$ cat config.mk
export PLATFORM = sky130hd
export DESIGN_NAME = i2c_unstick_top
export DESIGN_NICKNAME = d
export VERILOG_FILES = /design/src/rtl/i2c_unstick_pkg.sv /design/src/rtl/i2c_unstick_sync.sv /design/src/rtl/i2c_unstick_timer.sv /design/src/rtl/i2c_unstick_fsm.sv /design/src/rtl/i2c_unstick_top.sv
export SDC_FILE = /design/constraint.sdc
export NUM_CORES = 1
export LEC_CHECK = 0
export ABC_AREA = 1
export BUFFER_PORTS_ARGS = -buffer_cell sky130_fd_sc_hd__clkbuf_2
export CORE_UTILIZATION = 40
export CTS_CLUSTER_DIAMETER = 120
export CTS_CLUSTER_SIZE = 25
export DETAILED_ROUTE_END_ITERATION = 10
export PLACE_DENSITY = 0.59
export SYNTH_ARGS = -nofsm -noshare
export SYNTH_HDL_FRONTEND = slang
export SYNTH_HIERARCHICAL = 1
export SYNTH_SLANG_ARGS = --single-unit
$ cat constraint.sdc
create_clock -name clk -period 2 [get_ports clk]
set_clock_uncertainty 0.05 [all_clocks]
set_input_delay 0.4 -clock clk [delete_from_list [all_inputs] [get_ports clk]]
set_output_delay 0.4 -clock clk [all_outputs]
set_load 0.01 [all_outputs]
$ cat src/rtl/i2c_unstick_pkg.sv
package i2c_unstick_pkg;
  typedef enum logic [2:0] {
    ST_IDLE   = 3'd0,
    ST_HOLD   = 3'd1,
    ST_PHIGH  = 3'd2,
    ST_PLOW   = 3'd3,
    ST_PARK   = 3'd4
  } unstick_state_e;
endpackage

$ cat src/rtl/i2c_unstick_sync.sv
module i2c_unstick_sync #(
  parameter int STAGES    = 2,
  parameter bit RST_LEVEL = 1'b1
) (
  input  logic clk,
  input  logic rst_n,
  input  logic d_i,
  output logic q_o
);
  logic [STAGES-1:0] chain_q;

  genvar g;
  generate
    for (g = 0; g < STAGES; g++) begin : g_stage
      if (g == 0) begin : g_first
        always_ff @(posedge clk or negedge rst_n) begin
          if (!rst_n) chain_q[0] <= RST_LEVEL;
          else        chain_q[0] <= d_i;
        end
      end else begin : g_next
        always_ff @(posedge clk or negedge rst_n) begin
          if (!rst_n) chain_q[g] <= RST_LEVEL;
          else        chain_q[g] <= chain_q[g-1];
        end
      end
    end
  endgenerate

  assign q_o = chain_q[STAGES-1];
endmodule

$ cat src/rtl/i2c_unstick_timer.sv
module i2c_unstick_timer #(
  parameter int PERIOD_TICKS = 125000
) (
  input  logic clk,
  input  logic rst_n,
  input  logic load_i,
  output logic expire_o
);
  localparam int CW = (PERIOD_TICKS > 1) ? $clog2(PERIOD_TICKS) : 1;
  localparam logic [CW-1:0] RELOAD = CW'(PERIOD_TICKS - 1);

  logic [CW-1:0] cnt_q;

  always_ff @(posedge clk or negedge rst_n) begin
    if (!rst_n)             cnt_q <= '0;
    else if (load_i)        cnt_q <= RELOAD;
    else if (cnt_q != '0)   cnt_q <= cnt_q - 1'b1;
  end

  assign expire_o = (cnt_q == '0);

  AST_TIMER_RANGE: assert property (@(posedge clk) disable iff (!rst_n)
    cnt_q <= RELOAD);
  AST_TIMER_RELOAD: assert property (@(posedge clk) disable iff (!rst_n)
    load_i |=> (cnt_q == RELOAD));
endmodule

$ cat src/rtl/i2c_unstick_fsm.sv
module i2c_unstick_fsm
  import i2c_unstick_pkg::*;
#(
  parameter int MAX_PULSES = 10
) (
  input  logic clk,
  input  logic rst_n,
  input  logic start_i,
  input  logic bus_busy_i,
  input  logic sda_s_i,
  input  logic expire_i,
  output logic load_o,
  output logic scl_level_o,
  output logic own_o,
  output logic done_o,
  output logic recovered_o
);
  localparam int PW = $clog2(MAX_PULSES + 1);
  localparam logic [PW-1:0] PMAX = PW'(MAX_PULSES);

  unstick_state_e st_q;
  logic [PW-1:0]  pulses_q;
  logic           ok_pend_q;
  logic           done_q;
  logic           rec_q;
  logic           trigger;
  logic           more;

  assign trigger = start_i && (bus_busy_i || !sda_s_i);
  assign more    = !sda_s_i && (pulses_q < PMAX);
  assign load_o  = (st_q == ST_IDLE) ? trigger : expire_i;

  always_ff @(posedge clk or negedge rst_n) begin
    if (!rst_n) begin
      st_q      <= ST_IDLE;
      pulses_q  <= '0;
      ok_pend_q <= 1'b0;
      done_q    <= 1'b0;
      rec_q     <= 1'b0;
    end else begin
      done_q <= 1'b0;
      unique case (st_q)
        ST_IDLE: if (trigger) begin
          st_q     <= ST_HOLD;
          pulses_q <= '0;
        end
        ST_HOLD, ST_PLOW: if (expire_i) begin
          if (more) begin
            st_q     <= ST_PHIGH;
            pulses_q <= pulses_q + 1'b1;
          end else begin
            st_q      <= ST_PARK;
            ok_pend_q <= sda_s_i;
          end
        end
        ST_PHIGH: if (expire_i) st_q <= ST_PLOW;
        ST_PARK: if (expire_i) begin
          st_q   <= ST_IDLE;
          done_q <= 1'b1;
          rec_q  <= ok_pend_q;
        end
        default: st_q <= ST_IDLE;
      endcase
    end
  end

  assign own_o       = (st_q != ST_IDLE);
  assign scl_level_o = (st_q == ST_IDLE) || (st_q == ST_PHIGH) || (st_q == ST_PARK);
  assign done_o      = done_q;
  assign recovered_o = rec_q;

  AST_PULSE_LIMIT: assert property (@(posedge clk) disable iff (!rst_n)
    pulses_q <= PMAX);
  AST_DONE_AT_RELEASE: assert property (@(posedge clk) disable iff (!rst_n)
    done_q |-> (!own_o && $past(own_o)));
  AST_RELEASE_FROM_PARK: assert property (@(posedge clk) disable iff (!rst_n)
    $fell(own_o) |-> ($past(st_q) == ST_PARK));
  AST_FAIL_AT_LIMIT: assert property (@(posedge clk) disable iff (!rst_n)
    (st_q == ST_PARK && !ok_pend_q) |-> (pulses_q == PMAX));
  AST_SCL_IDLE_HIGH: assert property (@(posedge clk) disable iff (!rst_n)
    !own_o |-> scl_level_o);
  AST_START_IGNORED: assert property (@(posedge clk) disable iff (!rst_n)
    (own_o && st_q != ST_PARK) |=> own_o);
endmodule

$ cat src/rtl/i2c_unstick_top.sv
module i2c_unstick_top #(
  parameter int PERIOD_TICKS   = 125000,
  parameter int MAX_PULSES     = 10,
  parameter int SYNC_STAGES    = 2,
  parameter bit SCL_OPEN_DRAIN = 1'b0
) (
  input  logic clk,
  input  logic rst_n,
  input  logic start_i,
  input  logic bus_busy_i,
  input  logic sda_i,
  output logic scl_o,
  output logic pin_own_o,
  output logic done_o,
  output logic recovered_o
);
  logic sda_s;
  logic load;
  logic expire;
  logic scl_level;

  i2c_unstick_sync #(.STAGES(SYNC_STAGES), .RST_LEVEL(1'b1)) u_sync (
    .clk   (clk),
    .rst_n (rst_n),
    .d_i   (sda_i),
    .q_o   (sda_s)
  );

  i2c_unstick_timer #(.PERIOD_TICKS(PERIOD_TICKS)) u_timer (
    .clk      (clk),
    .rst_n    (rst_n),
    .load_i   (load),
    .expire_o (expire)
  );

  i2c_unstick_fsm #(.MAX_PULSES(MAX_PULSES)) u_fsm (
    .clk         (clk),
    .rst_n       (rst_n),
    .start_i     (start_i),
    .bus_busy_i  (bus_busy_i),
    .sda_s_i     (sda_s),
    .expire_i    (expire),
    .load_o      (load),
    .scl_level_o (scl_level),
    .own_o       (pin_own_o),
    .done_o      (done_o),
    .recovered_o (recovered_o)
  );

  generate
    if (SCL_OPEN_DRAIN) begin : g_od
      assign scl_o = !scl_level;
    end else begin : g_pp
      assign scl_o = scl_level;
    end
  endgenerate

  AST_SCL_RELEASED_IDLE: assert property (@(posedge clk) disable iff (!rst_n)
    !pin_own_o |-> (scl_o == !SCL_OPEN_DRAIN));
endmodule

; ---- Word level (Yosys, flattened, before mapping)
; Index checks and enable logic that the tools add are counted.
[totals]
inputBits = 5
register_bits = 29
output_inout_bits = 4
[classes]
order_cmp = 1
bitwise = 1
reduce_logical = 17
eq_ne = 9
muxes = 15
addsub = 2
[ops]
columns = operator, n
row1 = two-way mux 17 bit, 2
row2 = zero test 17 bit, 1
row3 = nonzero test 17 bit, 1
row4 = "subtractor 17 x 1 -> 17 bit, second input constant", 1
row5 = two-way mux 3 bit, 5
row6 = two-way mux 4 bit, 3
row7 = case mux 3 bit (4 select lines), 1
row8 = "!= test 2 x 1 -> 1 bit, second input constant", 5
row9 = case mux 4 bit (2 select lines), 1
row10 = AND reduction 4 bit, 2
row11 = "== test 3 x 2 -> 1 bit, second input constant", 2
row12 = "adder 4 x 1 -> 4 bit, second input constant", 1
row13 = "< comparator 4 bit, second input constant", 1
row14 = nonzero test 2 bit, 2
row15 = "== test 3 x 1 -> 1 bit, second input constant", 1
row16 = "== test 3 bit, second input constant", 1
row17 = zero test 3 bit, 1
row18 = logical OR 1 bit, 3
row19 = two-way mux 1 bit, 3
row20 = AND reduction 3 bit, 1
row21 = nonzero test 3 bit, 1
row22 = logical AND 1 bit, 2
row23 = AND reduction 2 bit, 1
row24 = OR reduction 2 bit, 1
row25 = other kinds (2), 2

; ---- Depth between registers and ports, before layout
; Gate-level depths: netlist (run 1).
[depth]
word_depth = 5
ltp_mapped = 13

; ---- Cells and area by module
; The synthesis (run 1) kept the hierarchy.
[by_module_without_submodules]
columns = mod, n_inst, cells_per_inst, area_each_um2, seq_area_each_um2
row1 = i2c_unstick_timer, 1, 156, 1068.5, 425.4
row2 = i2c_unstick_fsm, 1, 81, 604.3, 250.2
row3 = i2c_unstick_sync, 1, 2, 52.6, 52.6

; ---- Least setup slack after synthesis (run 1)
; No wires, ideal clock.
[synth_timing]
kind = register -> register
start = register u_timer.cnt_q[0]
end = register u_timer.cnt_q[12]
path_slack_ps = -55
arrival_ps = 1883
period_less_slack_ps = 2055
stages_incl_launch_ff = 13
required_ps = 1827
n_path_buf = 2
setup_time_ps = 123
path_cell_list = dfrtp_1 -> inv_1 -> ha_1 -> nand2_2 -> nor2_4 -> nand3_4 -> buf_6 -> clkinv_2 -> o21a_1 -> inv_1 -> buf_2 -> nand3_1 -> nor2_1
[synth_between]
elab_chain_cells = 3
[synth_lines]
columns = element, line_no
row1 = start: declaration, i2c_unstick_timer.sv:12  ; logic [CW-1:0] cnt_q;
row2 = start signal: assignment, i2c_unstick_timer.sv:17  ; else if (cnt_q != '0) cnt_q <= cnt_q - 1'b1;
row3 = zero test 17 bit *, i2c_unstick_timer.sv:20  ; assign expire_o = (cnt_q == '0);
row4 = via expire, i2c_unstick_top.sv:19  ; logic expire;
row5 = two-way mux 1 bit *, i2c_unstick_fsm.sv:31  ; assign load_o = (st_q == ST_IDLE) ? trigger : expire_i;
row6 = via load, i2c_unstick_top.sv:18  ; logic load;
row7 = two-way mux 17 bit / nonzero test 2 bit (equally long branches), n/a
; Mark *: on every way through the listed nets, which the timed path passes. The rest lies on a longest branch. The select of a mux whose other input is x is not followed.
; A chain may end at the register's enable or synchronous reset.

; ---- Worst setup path after layout (run 1)
[layout_timing]
start = register u_timer.cnt_q[0]
end = register u_timer.cnt_q[8]
; The elaborated chain is that of the path after synthesis.

==> summary.md, run 1 <==
| Metric | Value |
|---|---|
| Outcome | `finished clean` |
| H-Tree Depth | `2` |
| Most common cell after layout, fill and taps aside | `nand2_1` |
| Internal power | `about 1 mW` |
| M1 GR Usage | `25.55%` |
| GR Layer Usage met3 | `~5.6%` |
| Pwr Density | `625.3 mW/mm2` |
| Comb power frac | `1.9%` |
| Slowest stage cell on the critical path | `dfrtp_1` |
| Worst-margin pin slew | `about 0.75 ns` |
| CTS clk-pin slew, worst paths | `roughly 0.060 ns` |
| Post-layout nets | `~270` |
| CTS Buf Count | `5` |
| Cell type with the largest total area after synthesis | `dfrtp_1` |
| Maxcap violations | `0` |
| Sw Pwr | `around 240 uW` |
| Main combinational cell family by area after synthesis | `simple AND/OR/NAND/NOR gates` |
| Leak pwr | `just over 1 nW` |
| Syn_area_per_cell | `between 7 and 8 um2` |
| Synth unique cells | `27` |
| CP arrival | `1.93 ns` |
| Tmin final | `between 1.5 and 2 ns` |
| CTS tree | `done` |
| Clock network fraction of design power | `~50%` |
| Post-synthesis cell count | `around 240` |
| Top cells by area, synth | `dfrtp_1 39%, nand2_1 15%, nor2_1 7.6%, nand3_1 7.0%, inv_1 7.0%` |
| F_max | `551.6 MHz` |
| Mapped Area | `0.001725 mm2` |
| Via count | `1,469` |
| Total GRT Usage | `between 10% and 20%` |
| Final count of negative-setup-slack endpoints | `0` |
| Total gr overflow | `0` |
| Hold crit path type | `primary input to async pin` |
| Warnings, synthesis | `6` |
| Period utilisation layout | `approximately nine tenths` |
| Slew margin rel. | `~50%` |
| Drt wl/cell | `approximately 12 um` |
| Synth top area share | `39.16%` |
| Setup crit start kind | `register` |
| WS Path Type | `register to register` |
| Vias per cell | `4.754` |
| Critical Path RT | `approximately 2.1 ns` |
| Vias in the first global route | `roughly 1,300` |
| Post-DP HPWL | `~2.7 mm` |
| Clk buf depth | `2` |
| Placeable Area | `between 0.004 and 0.005 mm2` |
| Post-synthesis compound-gate area fraction | `under 10%` |
| Layout overhead on the synthesized area | `14.79%` |
| # DRC | `0` |
| Die Height | `approximately 68 um` |
| Syn Nets | `around 250` |
| Largest net degree at the start of global routing | `30` |
| Simple-Gate Fraction of Synth Area | `roughly two fifths` |
| Crit-path cells | `inv_1, ha_1, nand2_2, nor2_4, nand3_4, clkinv_2, o21a_4, inv_1, buf_4, nand3_1, nor2_1` |
| Core Rows | `23` |
| Pwr Total | `between 1 and 1.5 mW` |
| Post-route ant nets | `0` |
| GP Congestion | `1.005` |
| Antenna cells | `0` |
| # clock sinks | `29` |
| Die X | `just under 70 um` |
| Reg power frac | `a little under half` |
| RSZ-0062 raised after global routing | `false` |
| Sw frac | `between 10% and 20%` |
| Critical Path Start | `u_timer/cnt_q[0]$_DFFE_PN0P_` |
| PortBufs | `8` |
| Clock root buffer | `clkbuf_8` |
| 1st-iter DRT viols | `93` |
| Layout cells sized above 1 | `around a fifth` |
| Met2 usage | `between 20% and 30%` |
| Flops & latches, synth | `29` |
| IO Pins | `9` |
| Routed WL | `about 3.6 mm` |
| Total iterations of the first detailed-routing run | `5` |
| Seq/Total Area, Yosys | `between 40% and 50%` |
| Synth Area in XOR/XNOR | `less than 1%` |
| Most crowded layer after global routing | `met1` |
| Most frequent cells in the layout | `68 x nand2_1, 35 x nor2_1, 32 x inv_1` |
| Slowest cell delay on critical path | `between 0.3 and 0.4 ns` |
| Worst skew pair latency | `roughly 0.28 ns` |
| Max FO, Critical Path | `9` |
| First-pass GRT wire length | `about 6.0 mm` |
| Proportion of synthesized area in mux cells | `0%` |
| Final hold viol count | `0` |
| Reg-to-reg critical path startpoint | `u_timer/cnt_q[0]$_DFFE_PN0P_` |
| Initial antenna violation count | `0` |
| Synth Area in Adders | `1.450%` |
| Peak supply drop | `0.2689 mV` |
| Crit. End Element | `register` |
| Die ar. | `0.004580 mm2` |
| Most used cell, CP | `inv_1` |
| Fin. max-slew vios | `0` |
| Starting Density | `42.52%` |
| Setup TNS | `0 ns` |
[critical path, delay by kind of cell (launching register included)]
kind / cells / cell delay (ns)
AOI/OAI and AO/OA: 1 / 0.20
buffers and inverters: 4 / 0.44
adders and majority gates: 1 / 0.20
and+or+nand+nor: 5 / 0.43
DFF: 1 / 0.37
[layer usage]
metal  up-vias  routed length, um
li1        774                  -
met4         0                 84
met5         -                  0
met1       652               1853
met3         8                169
met2        35               1489
[cells in the mapped netlist]
master / instances
nand2_1: 68
nor2_1: 35
inv_1: 32
dfrtp_1: 27
nand3_1: 24
o21ai_0: 8
nand2_2: 6
nand4_1: 6
nor2_2: 5
inv_2: 4
nor2_4: 4
a21oi_1: 2
dfstp_2: 2
ha_1: 2
nand2_4: 2
a21oi_4: 1
buf_2: 1
buf_6: 1
clkinv_2: 1
nand3_2: 1
nand3_4: 1
nor3_1: 1
o21a_1: 1
o21ai_1: 1
o21ai_2: 1
or2_2: 1
xnor2_1: 1
[registers in the layout, summed over array words and instances, names as in the netlist]
name               flops
u_fsm/done_o           1
u_fsm/ok_pend_q        1
u_fsm/pulses_q         4
u_fsm/recovered_o      1
u_fsm/st_q             3
u_sync/chain_q         1
u_sync/q_o             1
u_timer/cnt_q         17
[cell families after synthesis]
| group | after synthesis |
|---|---|
| AOI/OAI and AO/OA | 14 |
| xor gates and xnor gates | 1 |
| adders and majority gates | 2 |
| buffers and inverters | 39 |
| DFF | 29 |
| and+or+nand+nor | 154 |
[final timing paths]
check                                               end  slack (ns)  cells past startpoint
max in group asynchronous  u_timer/cnt_q[8]$_DFFE_PN0P_        1.30                      1
max                        u_timer/cnt_q[8]$_DFFE_PN0P_        0.19                     11
min reg2reg                        u_sync/q_o$_DFF_PN1_        0.31                      0
min                        u_timer/cnt_q[5]$_DFFE_PN0P_        0.13                      1
min in group clk            u_sync/chain_q[0]$_DFF_PN1_        0.15                      1
max reg2reg                u_timer/cnt_q[8]$_DFFE_PN0P_        0.19                     11
[through the flow]
stage          cell area [um2]  utilization (%)  worst slack [ns]  std cells  hold WS (ns)
4_1_cts                   1967            48.47           0.07421        308        0.1337
2_1_floorplan             1727                -           0.03796        239       0.05441
3_5_place_dp              1851            45.61           0.09576        300        0.2973
3_3_place_gp              1851            45.61            0.1398        300        0.2956
6_report                  1981            48.81            0.1870        309        0.1274
5_1_grt                   1981            48.81           0.02149        309        0.1283
[power by group through the flow]
| stage | combinational, mW | sequential [mW] | clock [mW] |
|---|---|---|---|
| 6_report | 0.0238 | 0.591 | 0.623 |
| 5_1_grt | 0.0279 | 0.591 | 0.672 |
| 4_1_cts | 0.0252 | 0.591 | 0.643 |
| 3_5_place_dp | 0.0250 | 0.602 | 0 |
| 3_3_place_gp | 0.0244 | 0.602 | 0 |
| 2_1_floorplan | 0.00777 | 0.602 | 0 |
[timing repair]
action                     4_1_cts  5_1_grt
setup endpoints to repair        0        9
setup buffers                    0        1
hold buffers                     0        0
gates resized for setup          0        1
[area by class of cell]
| cell class | instances | area, um2 |
|---|---|---|
| clock buffer | 7 | 86.33 |
| timing repair buffer | 14 | 85.08 |
| inverter | 37 | 140.1 |
| sequential | 29 | 728.2 |
| fill | 408 | 2077 |
| tap | 50 | 62.56 |
| clock inverter | 1 | 30.03 |
| multi-input combinational | 171 | 848.3 |
Note: power is estimated with default switching activity, not from simulation.
==> run 2: changes to the inputs <==
Settings changed: CTS_BUF_LIST from default to sky130_fd_sc_hd__clkbuf_2, CTS_CLUSTER_DIAMETER 120 to 100.
==> run 2 against run 1 <==
Against the previous run: sequential power about the same; die area unchanged; worst hold slack got worse by 0.11 ns; largest power group is now registers; sequential share of layout area increased by 0.81 points; non-clock buffer count increased by 1; setup slack got worse by 0.046 ns; fmax decreased by 2.5%; utilization decreased by 1.0 points; global-route usage increased by 0.21 points; cell area decreased by 2.1%; count of clock-buffer cells in the layout decreased by 1.
==> summary.md, run 2 (synthesized netlist as in run 1, its figures left out) <==
| Metric | Value |
|---|---|
| Final count of negative-setup-slack endpoints | `0` |
| Reg power frac | `57.0%` |
| CTS Buf Count | `5` |
| Setup slack at placement | `between 0.09 and 0.1 ns` |
| CTS tree | `done` |
| Vias in the first global route | `between 1,000 and 1,500` |
| Post-route ant nets | `0` |
| Clock root buffer | `clkbuf_2` |
| Fin. max-slew vios | `0` |
| CP arrival | `2.07 ns` |
| CTS clk-pin slew, worst paths | `0.16 ns` |
| H-Tree Depth | `2` |
| Slew margin rel. | `approximately 50%` |
| Setup crit start kind | `register` |
| PortBufs | `8` |
| FILL cells | `just over 400` |
| Min setup slack post-route | `about 0.14 ns` |
| Total GRT Usage | `between 10% and 20%` |
| Hold crit path type | `primary input to async pin` |
| F_max | `537.8 MHz` |
| Total gr overflow | `0` |
| Layout cells sized above 1 | `approximately a fifth` |
| Final core occ | `between 40% and 50%` |
| Drt wl/cell | `around 12 um` |
| Sw Pwr | `about 230 uW` |
| Starting Density | `around 43%` |
| Antenna cells | `0` |
| Most frequent cells in the layout | `68 x nand2_1, 35 x nor2_1, 32 x inv_1` |
| IO Pins | `9` |
| Max FO, Critical Path | `9` |
| Most common cell after layout, fill and taps aside | `nand2_1` |
| Die X | `~68 um` |
| Pwr Density | `535.1 mW/mm2` |
| Max reg flops | `17` |
| Core Rows | `23` |
| Critical Path Start | `u_timer/cnt_q[0]$_DFFE_PN0P_` |
| Placeable Area | `0.004058 mm2` |
| # DRC | `0` |
| 1st-iter DRT viols | `86` |
| Comb power frac | `between 2 and 2.5%` |
| CP endpoint | `u_timer/cnt_q[8]$_DFFE_PN0P_` |
| Worst R2R End | `u_timer/cnt_q[8]$_DFFE_PN0P_` |
| Hold_ws | `0.01352 ns` |
| Layout overhead on the synthesized area | `12.33%` |
| Routed WL | `~3.6 mm` |
| Via count | `about 1,500` |
| Die ar. | `roughly 0.0046 mm2` |
| Reg-to-reg critical path startpoint | `u_timer/cnt_q[0]$_DFFE_PN0P_` |
| Initial antenna violation count | `0` |
| Setup TNS | `0 ns` |
| Maxcap violations | `0` |
| Internal power | `slightly above 800 uW` |
| Largest net degree at the start of global routing | `30` |
| Worst-margin pin slew | `0.7522 ns` |
| Tmin final | `about 1.9 ns` |
| Crit. End Element | `register` |
| Final hold viol count | `0` |
| Clock network fraction of design power | `40.6%` |
| Peak supply drop | `0.2465 mV` |
| Post-DP HPWL | `~2.7 mm` |
| Total iterations of the first detailed-routing run | `4` |
| Clk buf depth | `2` |
| Period utilisation layout | `92.97%` |
| Die Height | `just under 70 um` |
| RSZ-0062 raised after global routing | `false` |
| Vias per cell | `around 4.8` |
| Outcome | `finished clean` |
| Worst skew pair latency | `between 0.3 and 0.4 ns` |
| Sw frac | `a little over a fifth` |
| Critical Path RT | `~2.2 ns` |
| GP Congestion | `around 1` |
| WS Path Type | `register to register` |
| Post-layout nets | `about 270` |
| Setup slack, reg-to-reg | `approximately 0.14 ns` |
| Cell count of the worst reg-to-reg path | `11` |
| First-pass GRT wire length | `6.065 mm` |
| Largest regs | `u_timer/cnt_q x17, u_fsm/pulses_q x4, u_fsm/st_q x3` |
| Largest Register | `u_timer/cnt_q` |
| Leak pwr | `a little over 1 nW` |
| # clock sinks | `29` |
run 2: layer usage:
metal,track usage [%],up-vias,routed length (um)
li1,-,782,-
met1,25.65,681,1825
met2,25.50,28,1557
met3,5.574,7,149
met4,7.713,0,87
met5,0,-,0
run 2: repair_timing:
| item | CTS | global route |
|---|---|---|
| buffers inserted | 0 | 1 |
| hold endpoints to repair | 0 | 1 |
| hold buffers | 0 | 1 |
| endpoints found under the setup margin | 0 | 10 |
| gates resized for setup | 0 | 1 |
run 2: per-stage QoR:
stage | power (mW) | cells | area, um2
global route | 1.084 | 310 | 1938
CTS | 1.052 | 308 | 1914
finish | 1.037 | 310 | 1938
global placement | 0.6264 | 300 | 1851
detailed placement | 0.6271 | 300 | 1851
floorplan | 0.6095 | 239 | 1727
run 2: power groups by stage:
stage	combinational, mW	sequential, mW	clock [mW]
floorplan	0.00777	0.602	0
global placement	0.0244	0.602	0
detailed placement	0.0250	0.602	0
CTS	0.0252	0.591	0.436
global route	0.0295	0.592	0.463
finish	0.0253	0.591	0.421
run 2: how the worst min path moves through the flow:
stage                     cells after the start                   startpoint  slack [ns]                            to
after global routing                          1                        rst_n        0.04  u_timer/cnt_q[3]$_DFFE_PN0P_
after global placement                        0  u_sync/chain_q[0]$_DFF_PN1_        0.30          u_sync/q_o$_DFF_PN1_
after floorplan                               0                        rst_n        0.05        u_fsm/done_o$_DFF_PN0_
after detailed placement                      0  u_sync/chain_q[0]$_DFF_PN1_        0.30          u_sync/q_o$_DFF_PN1_
after CTS                                     1                        sda_i        0.01   u_sync/chain_q[0]$_DFF_PN1_
final                                         1                        rst_n        0.01  u_timer/cnt_q[0]$_DFFE_PN0P_
run 2: layout make-up:
type	instances	area [um2]	share of cell area [%]
clock inverters	2	33.78	1.743
flip-flops and latches	29	728.2	37.57
repair buffers	15	95.09	4.906
inverters	37	140.1	7.230
well taps	50	62.56	3.228
multi-input cells	171	848.3	43.77
clock buffers	6	30.03	1.549
run 2: critical path, cell delays in order, from the launching register on:
cell	delay, ns
dfrtp_1	0.41
inv_1	0.11
ha_1	0.21
nand2_2	0.09
nor2_4	0.13
nand3_4	0.08
clkinv_2	0.09
o21a_4	0.20
inv_1	0.07
buf_4	0.17
nand3_1	0.10
nor2_1	0.04
==> run 3: changes to the inputs <==
Settings changed: MAX_ROUTING_LAYER from default to met4.
==> run 3 against run 2 <==
Against the previous run: sequential cell count is the same; wire length decreased by 2.3%; non-clock buffer count down 1; critical path depth unchanged; die area unchanged; cell count shrank 0.32%; critical path type unchanged.
==> summary.md, run 3 (synthesized netlist as in run 1, its figures left out) <==
| Metric | Value |
|---|---|
| Met2 usage | `25.25%` |
| Internal power | `approximately 680 uW` |
| CTS clk-pin slew, worst paths | `approximately 0.15 ns` |
| CTS tree | `done` |
| Slowest cell delay on critical path | `just over 0.4 ns` |
| CP delay by family, top | `simple AND/OR/NAND/NOR gates` |
| Layout cells sized above 1 | `between 20% and 30%` |
| Cell count of the worst reg-to-reg path | `11` |
| Final instance area | `roughly 0.0019 mm2` |
| GR Layer Usage met3 | `between 5 and 6%` |
| Setup slack, reg-to-reg | `around 0.19 ns` |
| # DRC | `0` |
| Total GRT Usage | `18.69%` |
| Drt wl/cell | `11.45 um` |
| F_max | `551.0 MHz` |
| Slowest stage cell on the critical path | `dfrtp_1` |
| Max FO, Critical Path | `9` |
| Worst skew pair latency | `roughly 0.35 ns` |
| IO Pins | `9` |
| Clk buf depth | `2` |
| Fin. max-slew vios | `0` |
| WS Path Type | `register to register` |
| Period utilisation layout | `between 90 and 100%` |
| Leak pwr | `roughly 1.0 nW` |
| First-pass GRT wire length | `approximately 6 mm` |
| Layout overhead on the synthesized area | `10.37%` |
| Die ar. | `around 0.0046 mm2` |
| CP arrival | `2.02 ns` |
| Vias in the first global route | `roughly 1,300` |
| Die X | `67.68 um` |
| Setup TNS | `0 ns` |
| Largest regs | `u_timer/cnt_q x17, u_fsm/pulses_q x4, u_fsm/st_q x3` |
| Peak supply drop | `approximately 0.30 mV` |
| Sw frac | `24.24%` |
| Routed WL | `3.538 mm` |
| Core Rows | `23` |
| Comb power frac | `under 10%` |
| Crit. End Element | `register` |
| Final count of negative-setup-slack endpoints | `0` |
| Crit-path cells | `inv_1, ha_1, nand2_2, nor2_4, nand3_4, clkinv_2, o21a_4, inv_1, buf_4, nand3_1, nor2_1` |
| Slew margin rel. | `~53%` |
| Largest Register | `u_timer/cnt_q` |
| PortBufs | `8` |
| M1 GR Usage | `roughly a quarter` |
| WP buf/inv | `4` |
| Post-DP HPWL | `between 2 and 3 mm` |
| CTS Buf Count | `5` |
| Maxcap violations | `0` |
| Vias per cell | `approximately 4.8` |
| Sw Pwr | `around 220 uW` |
| Worst R2R End | `u_timer/cnt_q[8]$_DFFE_PN0P_` |
| Pwr Density | `473.4 mW/mm2` |
| H-Tree Depth | `2` |
| Pwr Total | `~900 uW` |
| Outcome | `finished clean` |
| Most common cell after layout, fill and taps aside | `nand2_1` |
| Largest net degree at the start of global routing | `30` |
| # clock sinks | `29` |
| Die Height | `67.68 um` |
| Clock root buffer | `clkbuf_2` |
| Reg power frac | `around two thirds` |
| Initial antenna violation count | `0` |
| Post-layout nets | `~270` |
| Starting Density | `a little over two fifths` |
| Clock network fraction of design power | `31.9%` |
| Critical Path RT | `approximately 2.2 ns` |
| Most frequent cells in the layout | `68 x nand2_1, 35 x nor2_1, 32 x inv_1` |
| Worst-margin pin slew | `between 0.7 and 0.8 ns` |
| Final hold viol count | `0` |
| 1st-iter DRT viols | `between 80 and 90` |
| Max reg flops | `17` |
| Total iterations of the first detailed-routing run | `4` |
| Tmin final | `around 1.8 ns` |
| Placed cell areas | `0.001851 mm2` |
| Most crowded layer after global routing | `met1` |
| Via count | `roughly 1,500` |
| Setup crit start kind | `register` |
| Antenna cells | `0` |
| Most used cell, CP | `inv_1` |
| Post-route ant nets | `0` |
| RSZ-0062 raised after global routing | `false` |
| Hold crit path type | `primary input to async pin` |
| Reg-to-reg critical path startpoint | `u_timer/cnt_q[0]$_DFFE_PN0P_` |
| GP Congestion | `1.034` |
| Total gr overflow | `0` |
| Placeable Area | `slightly above 0.004 mm2` |
==> run 3: metrics by stage <==
step	worst slack [ns]	utilization, %	hold WS (ns)	std cells
finish	0.1851	46.93	0.01343	309
global route	0.02978	46.93	0.005588	309
CTS	0.06457	46.59	0.03384	308
detailed placement	0.09506	45.61	0.2998	300
global placement	0.1433	45.61	0.2954	300
floorplan	0.03796	-	0.05441	239
==> run 3: final cells by class <==
cell class              count  area [um2]
clock buffers               6       30.03
clock inverters             2       10.01
fillers                   413        2153
inverters                  37       140.1
multi-input cells         171       848.3
flip-flops and latches     29       728.2
well taps                  50       62.56
repair buffers             14       85.08
==> run 3: power by group through the flow <==
| stage | Clock [mW] | Sequential [mW] | Combinational [mW] |
|---|---|---|---|
| 2_1_floorplan | 0 | 0.602 | 0.00777 |
| 3_3_place_gp | 0 | 0.602 | 0.0242 |
| 3_5_place_dp | 0 | 0.602 | 0.0240 |
| 4_1_cts | 0.299 | 0.591 | 0.0241 |
| 5_1_grt | 0.327 | 0.592 | 0.0274 |
| 6_report | 0.288 | 0.591 | 0.0225 |
==> run 3: timing repair <==
action | in CTS | in global routing
setup endpoints to repair | 0 | 9
hold buffers | 0 | 0
gates resized for setup | 0 | 1
buffers inserted | 0 | 1
==> run 3: worst max path at each step <==
stage / from / cells past startpoint / endpoint
after floorplan: u_timer/cnt_q[0]$_DFFE_PN0P_ / 12 / u_timer/cnt_q[12]$_DFFE_PN0P_
after global placement: u_timer/cnt_q[0]$_DFFE_PN0P_ / 11 / u_timer/cnt_q[8]$_DFFE_PN0P_
after global routing: u_timer/cnt_q[0]$_DFFE_PN0P_ / 11 / u_timer/cnt_q[8]$_DFFE_PN0P_
final: u_timer/cnt_q[0]$_DFFE_PN0P_ / 11 / u_timer/cnt_q[8]$_DFFE_PN0P_
after CTS: u_timer/cnt_q[0]$_DFFE_PN0P_ / 11 / u_timer/cnt_q[8]$_DFFE_PN0P_
after detailed placement: u_timer/cnt_q[0]$_DFFE_PN0P_ / 11 / u_timer/cnt_q[7]$_DFFE_PN0P_
==> run 3: metal layers <==
metal  up-vias  share of wire [%]
li1        779                  -
met4         0                2.1
met1       665                 53
met3         9                4.0
met5         -                  0
met2        35                 41
